<file path="config.mk">
export PLATFORM = sky130hd
export DESIGN_NAME = wdt_guard
export DESIGN_NICKNAME = d
export VERILOG_FILES = /design/src/rtl/wdt_pkg.sv /design/src/rtl/wdt_prescaler.sv /design/src/rtl/wdt_unlock.sv /design/src/rtl/wdt_guard.sv
export SDC_FILE = /design/constraint.sdc
export NUM_CORES = 1
export LEC_CHECK = 0
export BUFFER_PORTS_ARGS = -buffer_cell sky130_fd_sc_hd__buf_2
export CORE_MARGIN = 3
export CORE_UTILIZATION = 40
export DETAILED_ROUTE_END_ITERATION = 10
export GPL_TIMING_DRIVEN = 0
export SLEW_MARGIN = 10
export SYNTH_ARGS = -nofsm -noshare
export SYNTH_HDL_FRONTEND = slang
export SYNTH_SLANG_ARGS = --single-unit
</file>
<file path="constraint.sdc">
create_clock -name clk -period 3.4 [get_ports clk]
set_input_delay 0.17 -clock clk [delete_from_list [all_inputs] [get_ports clk]]
set_output_delay 0.17 -clock clk [all_outputs]
set_load 0.005 [all_outputs]
</file>
<file path="src/rtl/wdt_pkg.sv">
package wdt_pkg;
  localparam logic ADDR_CTRL = 1'b0;
  localparam logic ADDR_KEY  = 1'b1;

  localparam int BIT_EN   = 4;
  localparam int BIT_IE   = 5;
  localparam int BIT_FLAG = 6;

  typedef struct packed {
    logic       flag;
    logic       ie;
    logic       en;
    logic [3:0] per;
  } wdt_ctrl_t;
endpackage

</file>
<file path="src/rtl/wdt_prescaler.sv">
module wdt_prescaler #(
  parameter int MIN_LOG2 = 11,
  parameter int NUM_TAPS = 10
) (
  input  logic       clk,
  input  logic       rst_n,
  input  logic       tick,
  input  logic       run,
  input  logic       clear,
  input  logic [3:0] sel,
  output logic       expire
);
  localparam int CW = MIN_LOG2 + NUM_TAPS - 1;

  logic [CW-1:0] count;
  logic [CW-1:0] limit;
  logic [3:0]    sel_eff;
  logic [CW-1:0] tap_lim [NUM_TAPS];

  // one terminal count per tap, each twice the previous length
  for (genvar g = 0; g < NUM_TAPS; g++) begin : g_tap
    assign tap_lim[g] = {CW{1'b1}} >> (NUM_TAPS - 1 - g);
  end

  // reserved codes saturate to the longest tap
  assign sel_eff = (32'(sel) >= NUM_TAPS) ? 4'(NUM_TAPS - 1) : sel;

  always_comb begin
    limit = '0;
    for (int i = 0; i < NUM_TAPS; i++)
      if (sel_eff == 4'(i)) limit = tap_lim[i];
  end

  assign expire = run && tick && !clear && (count == limit);

  always_ff @(posedge clk or negedge rst_n) begin
    if (!rst_n)               count <= '0;
    else if (clear || !run)   count <= '0;
    else if (tick)            count <= (count == limit) ? '0 : count + 1'b1;
  end

  // the top clears the count whenever the code changes, so it never overshoots the tap
  assert_count_in_range_R3: assert property (@(posedge clk) disable iff (!rst_n)
    count <= limit);
  assert_idle_holds_zero_R11: assert property (@(posedge clk) disable iff (!rst_n)
    !run |=> (count == '0));
endmodule

</file>
<file path="src/rtl/wdt_unlock.sv">
module wdt_unlock #(
  parameter logic [7:0] KEY    = 8'hC5,
  parameter int         WINDOW = 4
) (
  input  logic       clk,
  input  logic       rst_n,
  input  logic       key_wr,
  input  logic [7:0] key_val,
  input  logic       consume,
  output logic       open_o
);
  localparam int CNT_W = $clog2(WINDOW + 1);

  logic [CNT_W-1:0] cnt;

  always_ff @(posedge clk or negedge rst_n) begin
    if (!rst_n)              cnt <= '0;
    else if (key_wr)         cnt <= (key_val == KEY) ? CNT_W'(WINDOW) : '0;
    else if (consume)        cnt <= '0;
    else if (cnt != '0)      cnt <= cnt - 1'b1;
  end

  assign open_o = (cnt != '0);

  assert_consume_closes_R10: assert property (@(posedge clk) disable iff (!rst_n)
    (consume && !key_wr) |=> !open_o);
  assert_bad_key_closed_R10: assert property (@(posedge clk) disable iff (!rst_n)
    (key_wr && key_val != KEY) |=> !open_o);
  assert_consume_needs_open_R10: assert property (@(posedge clk) disable iff (!rst_n)
    consume |-> open_o);
endmodule

</file>
<file path="src/rtl/wdt_guard.sv">
module wdt_guard #(
  parameter int         MIN_LOG2 = 11,
  parameter int         NUM_TAPS = 10,
  parameter logic [7:0] KEY      = 8'hC5,
  parameter int         WINDOW   = 4
) (
  input  logic       clk,
  input  logic       rst_n,
  input  logic       fuse_lvl2,
  input  logic       osc_tick,
  input  logic       kick,
  input  logic       wr_en,
  input  logic       wr_addr,
  input  logic [7:0] wr_data,
  output logic [7:0] ctrl_rd,
  output logic       irq_o,
  output logic       sys_rst_o
);
  import wdt_pkg::*;

  wdt_ctrl_t  cfg;
  logic       en_eff, win_open, expire;
  logic       ctrl_wr, key_wr, per_change, disabling;
  logic       en_ok, per_ok, consume, restart;
  logic [3:0] w_per;

  assign ctrl_wr = wr_en && (wr_addr == ADDR_CTRL);
  assign key_wr  = wr_en && (wr_addr == ADDR_KEY);
  assign w_per   = wr_data[3:0];

  assign en_eff     = fuse_lvl2 || cfg.en;
  assign per_change = (w_per != cfg.per);
  assign disabling  = cfg.en && !wr_data[BIT_EN];

  // protection gate: which parts of a control write may land
  always_comb begin
    if (fuse_lvl2) begin
      en_ok   = 1'b0;
      per_ok  = !per_change || win_open;
      consume = ctrl_wr && per_change && win_open;
    end else begin
      en_ok   = !disabling || win_open;
      per_ok  = 1'b1;
      consume = ctrl_wr && disabling && win_open;
    end
  end

  assign restart = kick || (ctrl_wr && per_ok && per_change);

  always_ff @(posedge clk or negedge rst_n) begin
    if (!rst_n) begin
      cfg       <= '0;
      sys_rst_o <= 1'b0;
    end else begin
      sys_rst_o <= expire && !cfg.ie;
      if (ctrl_wr) begin
        cfg.ie <= wr_data[BIT_IE];
        if (en_ok)  cfg.en  <= wr_data[BIT_EN];
        if (per_ok) cfg.per <= w_per;
      end
      if (expire && cfg.ie)                   cfg.flag <= 1'b1;
      else if (ctrl_wr && wr_data[BIT_FLAG])  cfg.flag <= 1'b0;
    end
  end

  wdt_unlock #(.KEY(KEY), .WINDOW(WINDOW)) u_unlock (
    .clk     (clk),
    .rst_n   (rst_n),
    .key_wr  (key_wr),
    .key_val (wr_data),
    .consume (consume),
    .open_o  (win_open)
  );

  wdt_prescaler #(.MIN_LOG2(MIN_LOG2), .NUM_TAPS(NUM_TAPS)) u_presc (
    .clk    (clk),
    .rst_n  (rst_n),
    .tick   (osc_tick),
    .run    (en_eff),
    .clear  (restart),
    .sel    (cfg.per),
    .expire (expire)
  );

  assign ctrl_rd = {1'b0, cfg.flag, cfg.ie, en_eff, cfg.per};
  assign irq_o   = cfg.flag && cfg.ie;

  // relies on MIN_LOG2 >= 1 so time-outs are never back to back
  assert_rst_one_cycle_R4: assert property (@(posedge clk) disable iff (!rst_n)
    sys_rst_o |=> !sys_rst_o);
  assert_lvl2_enabled_R9: assert property (@(posedge clk) disable iff (!rst_n)
    fuse_lvl2 |-> ctrl_rd[BIT_EN]);
  assert_irq_gated_R5: assert property (@(posedge clk) disable iff (!rst_n)
    irq_o |-> ctrl_rd[BIT_IE]);
  assert_no_rst_when_off_R11: assert property (@(posedge clk) disable iff (!rst_n)
    !ctrl_rd[BIT_EN] |=> !sys_rst_o);
  assert_locked_disable_R8: assert property (@(posedge clk) disable iff (!rst_n)
    (!fuse_lvl2 && ctrl_wr && disabling && !win_open) |=> ctrl_rd[BIT_EN]);
  assert_locked_period_R9: assert property (@(posedge clk) disable iff (!rst_n)
    (fuse_lvl2 && ctrl_wr && !win_open) |=> $stable(ctrl_rd[3:0]));
endmodule

</file>
Word-level counts from Yosys, hierarchy flattened --
Cells that the tools add are included. W data, S select, Z words.
Word-level totals: bits of input ports 15, output and inout bits 10, logic and storage cells 80, register bits 31
Cells by class: reduce and logical (&&, ||, !) cells 34, add/subtract/negate cells 2, mux-type cells 23, $lt $le $gt $ge 1, bitwise gates (word level) 1, eq/ne operators 12
Operators by type and width (number):
- $mux W20 | 12
- $add A20 B1 Y20 const B | 1
- $eq A20 B20 Y1 | 1
- $eq A4 B3 Y1 const B | 4
- $logic_and A1 B1 Y1 | 16
- $mux W3 | 4
- $mux W11 | 1
- $eq A4 B2 Y1 const B | 2
- $eq A4 B4 Y1 const B | 2
- $eq A8 B8 Y1 const B | 1
- $logic_not A1 Y1 | 6
- $reduce_bool A3 Y1 | 2
- $logic_or A1 B1 Y1 | 5
- $mux W1 | 5
- $eq A4 B1 Y1 const B | 1
- $ge A4 B4 Y1 const B | 1
- $logic_not A4 Y1 | 1
- $mux W4 | 1
- $ne A4 B4 Y1 | 1
- $reduce_and A2 Y1 | 2
- $reduce_bool A2 Y1 | 2
- $sub A3 B1 Y3 const B | 1
- $not A1 Y1 | 1

Logic depth before layout (Yosys ltp) --
Gate-level depths: netlist (run 1).
depth in word-level cells 17, mapped depth 9, depth with buffers taken out 8

Hierarchy --
Synthesis (run 1) repeated with hierarchy kept, for this count alone.
Unflattened totals: cell total of the unflattened synthesis 223, area, all modules 2112.0 um^2
Modules (own cells, without submodules):
- wdt_prescaler | cells each 159, seq. area each 500.5 um^2, area an instance 1398.8 um^2, instances 1
- wdt_guard | cells each 45, seq. area each 200.2 um^2, area an instance 511.7 um^2, instances 1
- wdt_unlock | cells each 19, seq. area each 75.1 um^2, area an instance 201.4 um^2, instances 1

Worst setup path before layout (run 1) --
OpenSTA, ideal clock, no wires.
kind reg2reg, start point register cfg (netlist bit ctrl_rd[2]), end point register u_presc.count[18], stages on the path, launching flop included 9, setup slack 1.197 ns, library setup time 0.127 ns, arrival 2.077 ns, data required time 3.273 ns, clock period less this slack 2.203 ns, cells stage by stage dfrtp_1 buf_6 or3_4 nor3b_1 a211oi_1 or4_4 buf_6 a31oi_1 mux2i_1
On the way: word-level cells in the longest chain between the ends 17
RTL lines:
- from (decl) | RTL line wdt_guard.sv:21 | wdt_ctrl_t cfg;
- $ge A4 B4 Y1 | RTL line wdt_prescaler.sv:26 | assign sel_eff = (32'(sel) >= NUM_TAPS) ? 4'(NUM_TAPS - 1) : sel;
- $mux W4 | RTL line wdt_prescaler.sv:26
- $logic_not A4 Y1 | RTL line wdt_prescaler.sv:31 | if (sel_eff == 4'(i)) limit = tap_lim[i];
- $mux W11 | RTL line wdt_prescaler.sv:31
- $mux W20 (9 in series) | RTL line wdt_prescaler.sv:31
- $eq A20 B20 Y1 | RTL line wdt_prescaler.sv:39 | else if (tick) count <= (count == limit) ? '0 : count + 1'b1;
- $mux W20 (2 in series) | RTL line wdt_prescaler.sv:39
- $mux W20 | RTL line wdt_prescaler.sv:38 | else if (clear || !run) count <= '0;
- to (signal assigned) | RTL line wdt_prescaler.sv:39
- to (decl) | RTL line wdt_prescaler.sv:15 | logic [CW-1:0] count;
Parallel ways exist; a longest one is shown, timed or not. The select of a mux whose other input is x is not followed. A chain may end at the register's enable or synchronous reset.

Worst setup path in the final report (run 1) --
start point register u_presc.count[3], end point register u_presc.count[13]
On the way: word-level cells in the longest chain between the ends 4
RTL lines (RTL line):
- $add A20 B1 Y20 / $eq A20 B20 Y1 (equally long branches) | wdt_prescaler.sv:39
- $mux W20 (*) (2 in series) | wdt_prescaler.sv:39
- $mux W20 (*) | wdt_prescaler.sv:38
Mark *: on every way between the ends. The rest lies on a longest branch, timed or not. The select of a mux whose other input is x is not followed.

==> impl_metrics.env, run 1 <==
export IMPL_status="finished, final reports clean"
export IMPL_finalWorstPathRequiredPeriod_ns=2.43
export IMPL_finalNetCount=283
export IMPL_min_path_type="in2reg"
export IMPL_antenna_found_initial=0
export IMPL_synth_edf_count=0
export IMPL_ir_worst_vdd_mv=0.270
export IMPL_grt_pass1_vias=1740
export IMPL_finalMaxSlewViolations=0
export IMPL_grt_pass1_wl_um=8250
export IMPL_use_met3_pct=3.06
export IMPL_fmax_mhz=412
export IMPL_setup_violations=0
export IMPL_postCtsSetupRepairBufs=0
export IMPL_cts_hold_buf=1
export IMPL_cp_max_fo=7
export IMPL_insertion_delay_ns=0.28
export IMPL_vias=1824
export IMPL_gr_usage_met2_pct=26.5
export IMPL_die_y_um=78.8
export IMPL_mostFrequentLayoutCell="dfrtp_1"
export IMPL_via_per_inst=5.48
export IMPL_grt_max_degree=32
export IMPL_syn_inst=234
export IMPL_crit_type="reg2reg"
export IMPL_synth_ff_latch_count=31
export IMPL_die_area_um2=6210
export IMPL_die_w_um=78.8
export IMPL_worst_pin_slew_ns=0.721
export IMPL_final_cell_mix="dfrtp_1, buf_2, nand2_1, nor2_1, nand3_1"
export IMPL_track_usage_pct=16.6
export IMPL_r2r_setup_slack_ns=0.97
export IMPL_synth_async_reset_ratio_pct=100
export IMPL_wl_per_cell_um=14.2
export IMPL_area_growth_pct=14.6
export IMPL_critPathMaxStageDelay_ns=0.50
export IMPL_setup_tns_final_ns=0
export IMPL_antennaDiodeCount=0
export IMPL_period_share_pct=71.4
export IMPL_gp_congestion=0.805
export IMPL_met1_usage_pct=22.8
export IMPL_leakage_nw=1.12
export IMPL_numPortBuffers=23
export IMPL_io_pins=25
export IMPL_ys_flop_type="dfrtp_1"
export IMPL_synth_net_count=252
export IMPL_rsz0062_at_grt="false"
export IMPL_dp_cells=324
export IMPL_start_kind="flop"
export IMPL_cp_slowest_cell="nor4_4"
export IMPL_dp_hpwl_um=3390
export IMPL_core_um2=4910
export IMPL_required_ns=3.56
export IMPL_synth_area_um2=2120
export IMPL_htreeDepth=2
export IMPL_cts_root_buf="clkbuf_8"
export IMPL_cts_sinks=31
export IMPL_cts_buffers=5
export IMPL_clk_pin_slew_ns=0.07
export IMPL_cp_data_arrival_time_ns=2.59
export IMPL_hold_viol=0
export IMPL_detail_route_antenna_nets=0
export IMPL_gr_total_overflow=0
export IMPL_first_iter_violations=110
export IMPL_critical_path_endpoint_type="flop"
export IMPL_path_cells="nand3_1 -> nor4_4 -> nand4_1 -> nor4_4 -> nor2_2 -> a221o_1"
export IMPL_synth_cell_types=55
export IMPL_synth_seq_area_share_pct=36.6
export IMPL_grt_busiest_layer="met2"
export IMPL_clk_path_buf_depth=2
export IMPL_drive_gt1_share_pct=22.9
export IMPL_initial_utilization_pct=43.2
export IMPL_ctsResizeCount=0
export IMPL_drc=0
export IMPL_yosysWarnings=0
export IMPL_layout_cells_non_filler=333
export IMPL_rows=25
export IMPL_dr_pass1_iters=6
export IMPL_cts_tree="built"
export IMPL_syn_area_per_cell_um2=9.06
export IMPL_power_density_nw_per_um2=481
export IMPL_maxCapViolCount=0
export IMPL_crit_top_cell="nor4_4"
export IMPL_finalClockSkew_ns=0.00406
export IMPL_relSlewSlack_pct=51.9
export IMPL_fill_cells=495
export IMPL_wl_um=4720
## layer usage
layer,routed length (µm),up-vias
met5,0,-
met4,66,0
met3,153,6
met2,2160,31
met1,2340,876
li1,-,911
## cell usage after synthesis (3+ instances only)
library cell / number / area (µm²)
inv_1: 11 / 41.3
and2_1: 3 / 18.8
buf_6: 4 / 45.0
nand4_1: 7 / 43.8
xor2_1: 3 / 26.3
ha_1: 3 / 37.5
nand2_1: 23 / 86.3
a221o_1: 4 / 40.0
a21oi_1: 4 / 20.0
o31ai_1: 3 / 22.5
and3_1: 10 / 62.6
dfrtp_1: 31 / 776
nor2_1: 14 / 52.6
or3_1: 7 / 43.8
o21ai_0: 6 / 30.0
xnor2_1: 5 / 43.8
nor3_1: 7 / 35.0
nor2b_1: 4 / 25.0
a211o_1: 3 / 26.3
mux2_2: 5 / 56.3
buf_4: 9 / 67.6
a31oi_1: 10 / 62.6
a211oi_1: 3 / 22.5
nand3_1: 12 / 60.1
## power breakdown
group	leakage, nW	internal, W	switching, W
registers	0.416	0.000409	0.0000371
logic	0.648	0.000193	0.000207
clock network	0.0515	0.000185	0.000136
total	1.12	0.000787	0.000380
## stage by stage
stage	util [%]	setup WS, ns	total power, W	hold WS [ns]	area [µm²]
2_1_floorplan	-	1.20	0.000748	-0.126	2120
3_3_place_gp	47.2	1.00	0.000848	0.272	2320
3_5_place_dp	47.2	0.981	0.000855	0.274	2320
4_1_cts	49.5	0.951	0.00118	0.126	2430
5_1_grt	49.5	0.726	0.00125	0.139	2430
6_report	49.5	0.972	0.00117	0.126	2430
## worst max-delay path, delay by kind of cell, from the launching register on
family           cells  cell delay (ns)
flip-flops           1             0.43
AND/OR/NAND/NOR      5             1.55
AO/OA/AOI/OAI        1             0.32
## path summary, 6_finish.rpt
kind,startpoint,end,cells after the start
worst max-delay path,u_presc.count[3]$_DFFE_PN0P_,u_presc.count[13]$_DFFE_PN0P_,6
worst min-delay path,wr_data[5],ctrl_rd[5]$_DFFE_PN0P_,3
worst max register to register,u_presc.count[3]$_DFFE_PN0P_,u_presc.count[13]$_DFFE_PN0P_,6
worst min register to register,ctrl_rd[5]$_DFFE_PN0P_,sys_rst_o$_DFF_PN0_,1
max in group asynchronous,rst_n,cfg[4]$_DFFE_PN0P_,2
min in group asynchronous,rst_n,u_presc.count[17]$_DFFE_PN0P_,2
## flip-flops by register name, indices dropped and copies added, names as in the netlist
register,cells
u_presc.count,20
u_unlock.cnt,3
sys_rst_o,1
cfg,1
ctrl_rd,6
## kinds of logic (layout without fill, tap and decap cells)
kind of cell	Yosys count	count (layout)	share of synthesized area (%)
xor+xnor	8	8	3.31
fa+ha+maj	3	3	1.77
simple gates	104	104	28.1
other cells	1	1	0.177
mux	7	7	3.60
buf+inv	29	61	8.74
flops	31	31	36.6
compound gates	51	51	17.7
## layout make-up
type,count,area [µm²],area share (%)
buffer,18,144,5.92
clock buffer,8,100,4.12
inverter,11,41.3,1.70
multi-input combinational,174,1160,47.7
sequential,31,776,31.9
tap,67,83.8,3.45
timing repair buffer,24,125,5.15
Note: power is estimated with default switching activity, not from simulation.
==> inputs of run 2 (changes only) <==
ABC_AREA = 1   (was default)
clock period = 2.45 ns   (was 3.4 ns; I/O delays follow)
==> impl_metrics.env, run 2 <==
export IMPL_status="finished, final reports clean"
export IMPL_dp_cells=462
export IMPL_cts_buffers=5
export IMPL_via_per_inst=4.64
export IMPL_insertion_delay_ns=0.28
export IMPL_synth_ff_latch_count=31
export IMPL_antennaDiodeCount=0
export IMPL_ir_worst_vdd_mv=0.262
export IMPL_crit_type="reg2reg"
export IMPL_maxCapViolCount=0
export IMPL_hold_viol=0
export IMPL_antenna_found_initial=0
export IMPL_top_register="u_presc.count"
export IMPL_grt_max_degree=32
export IMPL_fmax_mhz=538
export IMPL_cp_data_arrival_time_ns=2.08
export IMPL_required_ns=2.67
export IMPL_clk_path_buf_depth=2
export IMPL_grt_pass1_wl_um=9490
export IMPL_drive_gt1_share_pct=20.6
export IMPL_wl_per_cell_um=11.6
export IMPL_holdWs_ns=0.0527
export IMPL_setup_violations=0
export IMPL_detail_route_antenna_nets=0
export IMPL_io_pins=25
export IMPL_area_growth_pct=12.6
export IMPL_die_y_um=83.1
export IMPL_numPortBuffers=23
export IMPL_finalMaxSlewViolations=0
export IMPL_min_path_type="in2reg"
export IMPL_synth_edf_count=0
export IMPL_fill_cells=587
export IMPL_setup_tns_final_ns=0
export IMPL_finalPower_w=0.00160
export IMPL_dp_hpwl_um=4150
export IMPL_cts_root_buf="clkbuf_8"
export IMPL_worst_pin_slew_ns=0.749
export IMPL_core_um2=5640
export IMPL_rsz0062_at_grt="false"
export IMPL_synth_net_count=385
export IMPL_die_w_um=83.1
export IMPL_cp_max_fo=6
export IMPL_synth_area_um2=2380
export IMPL_synth_async_reset_ratio_pct=100
export IMPL_relSlewSlack_pct=50.1
export IMPL_power_density_nw_per_um2=597
export IMPL_finalClockSkew_ns=0.00279
export IMPL_synthTopCellsByCount="nand2_1, nor2_1, inv_1"
export IMPL_leakage_nw=1.29
export IMPL_period_share_pct=75.8
export IMPL_die_area_um2=6910
export IMPL_rows=27
export IMPL_cts_sinks=31
export IMPL_finalNetCount=416
export IMPL_layout_cells_non_filler=471
export IMPL_htreeDepth=2
export IMPL_wl_um=5470
export IMPL_mostFrequentLayoutCell="nand2_1"
export IMPL_gp_congestion=0.852
export IMPL_finalWorstPathRequiredPeriod_ns=1.86
export IMPL_yosysMostFrequentCell="nand2_1"
export IMPL_grt_pass1_vias=2007
export IMPL_ys_flop_type="dfrtp_1"
export IMPL_largest_reg_flops=20
export IMPL_synthTopCellsByArea="dfrtp_1, nand2_1, nor2_1"
export IMPL_yosysWarnings=0
export IMPL_initial_utilization_pct=42.2
export IMPL_gr_total_overflow=0
export IMPL_drc=0
export IMPL_yosys_area_top_type="dfrtp_1"
export IMPL_dr_pass1_iters=4
export IMPL_clk_pin_slew_ns=0.07
export IMPL_synth_top_cell_area_share_pct=32.6
export IMPL_final_util_pct=47.5
export IMPL_synth_seq_area_share_pct=32.6
export IMPL_start_kind="flop"
export IMPL_critical_path_endpoint_type="flop"
export IMPL_first_iter_violations=118
export IMPL_track_usage_pct=16.8
export IMPL_cts_tree="built"
export IMPL_synth_cell_types=25
export IMPL_syn_area_per_cell_um2=6.48
export IMPL_vias=2186
export IMPL_syn_inst=367
export IMPL_final_cell_mix="nand2_1, nor2_1, inv_1, dfrtp_1, nand3_1"
## run 2: cell count changes after synthesis, sizes merged, moves of 5 or more
cell,delta
nor2,+39
or3,-8
xor2,+7
nand2,+133
a31oi,-10
and3,-11
mux2,-5
inv,+27
o21ai,+5
nand3,+17
## run 2: metal layers
metal	vias to the layer above	share of wire, %	routed length, µm	global-route usage, %
met5	-	0	0	0
met1	964	52	2850	24.3
li1	1182	-	-	-
met4	0	1.2	64	4.90
met3	4	3.6	195	2.98
met2	36	43	2360	25.6
## run 2: final timing paths
check | cells past startpoint | start | endpoint | slack (ns)
min in group asynchronous | 2 | rst_n | u_presc.count[13]$_DFFE_PN0P_ | 0.44
max in group asynchronous | 2 | rst_n | ctrl_rd[3]$_DFFE_PN0P_ | 1.53
worst min-delay path | 3 | wr_data[5] | ctrl_rd[5]$_DFFE_PN0P_ | 0.05
worst max register to register | 11 | u_presc.count[0]$_DFFE_PN0P_ | u_presc.count[18]$_DFFE_PN0P_ | 0.59
worst min register to register | 2 | u_unlock.cnt[1]$_DFFE_PN0P_ | u_unlock.cnt[1]$_DFFE_PN0P_ | 0.49
worst max-delay path | 11 | u_presc.count[0]$_DFFE_PN0P_ | u_presc.count[18]$_DFFE_PN0P_ | 0.59
## run 2: area by class of cell
cell class / count / area, µm² / share of cell area, %
Clock inverter: 3 / 15.0 / 0.560
Clock buffer: 5 / 68.8 / 2.57
Multi-Input combinational cell: 285 / 1360 / 50.6
Buffer: 13 / 106 / 3.97
Timing Repair Buffer: 24 / 125 / 4.67
Sequential cell: 31 / 776 / 29.0
Tap cell: 72 / 90.1 / 3.36
Inverter: 38 / 143 / 5.32
## run 2: cells by family after synthesis
family                     after synthesis  share of synthesized area [%]
other                                    1                          0.158
adders and majority gates                3                           1.58
buffers and inverters                   51                           10.5
DFF                                     31                           32.6
xor gates and xnor gates                14                           5.15
AOI/OAI and AO/OA                       16                           3.58
and+or+nand+nor                        251                           46.5
## run 2: timing repair
item,4_1_cts,5_1_grt
setup buffers,0,0
endpoints found under the hold margin,31,0
hold buffers,1,0
endpoints found under the setup margin,0,0
resized for setup,0,0
## run 2: stage by stage
| stage | setup WS (ns) | cell area, µm² |
|---|---|---|
| 6_report | 0.592 | 2680 |
| 5_1_grt | 0.391 | 2680 |
| 4_1_cts | 0.580 | 2680 |
| 3_5_place_dp | 0.607 | 2580 |
| 3_3_place_gp | 0.612 | 2580 |
| 2_1_floorplan | 0.901 | 2380 |
## run 2: critical path, cell delays in order, from the launching register on
cell     delay, ns
dfrtp_1       0.45
ha_1          0.24
nand2_1       0.06
nor2_1        0.09
nand2_1       0.12
nor2_1        0.35
nand3_1       0.13
nand2_1       0.08
nand2_1       0.04
nor2_1        0.12
nand2_2       0.07
nand2_2       0.05
## run 2: power breakdown
group	internal [W]	switching, W	total [W]
Sequential	0.000566	0.0000621	0.000628
Combinational	0.000222	0.000349	0.000571
Clock	0.000194	0.000205	0.000399
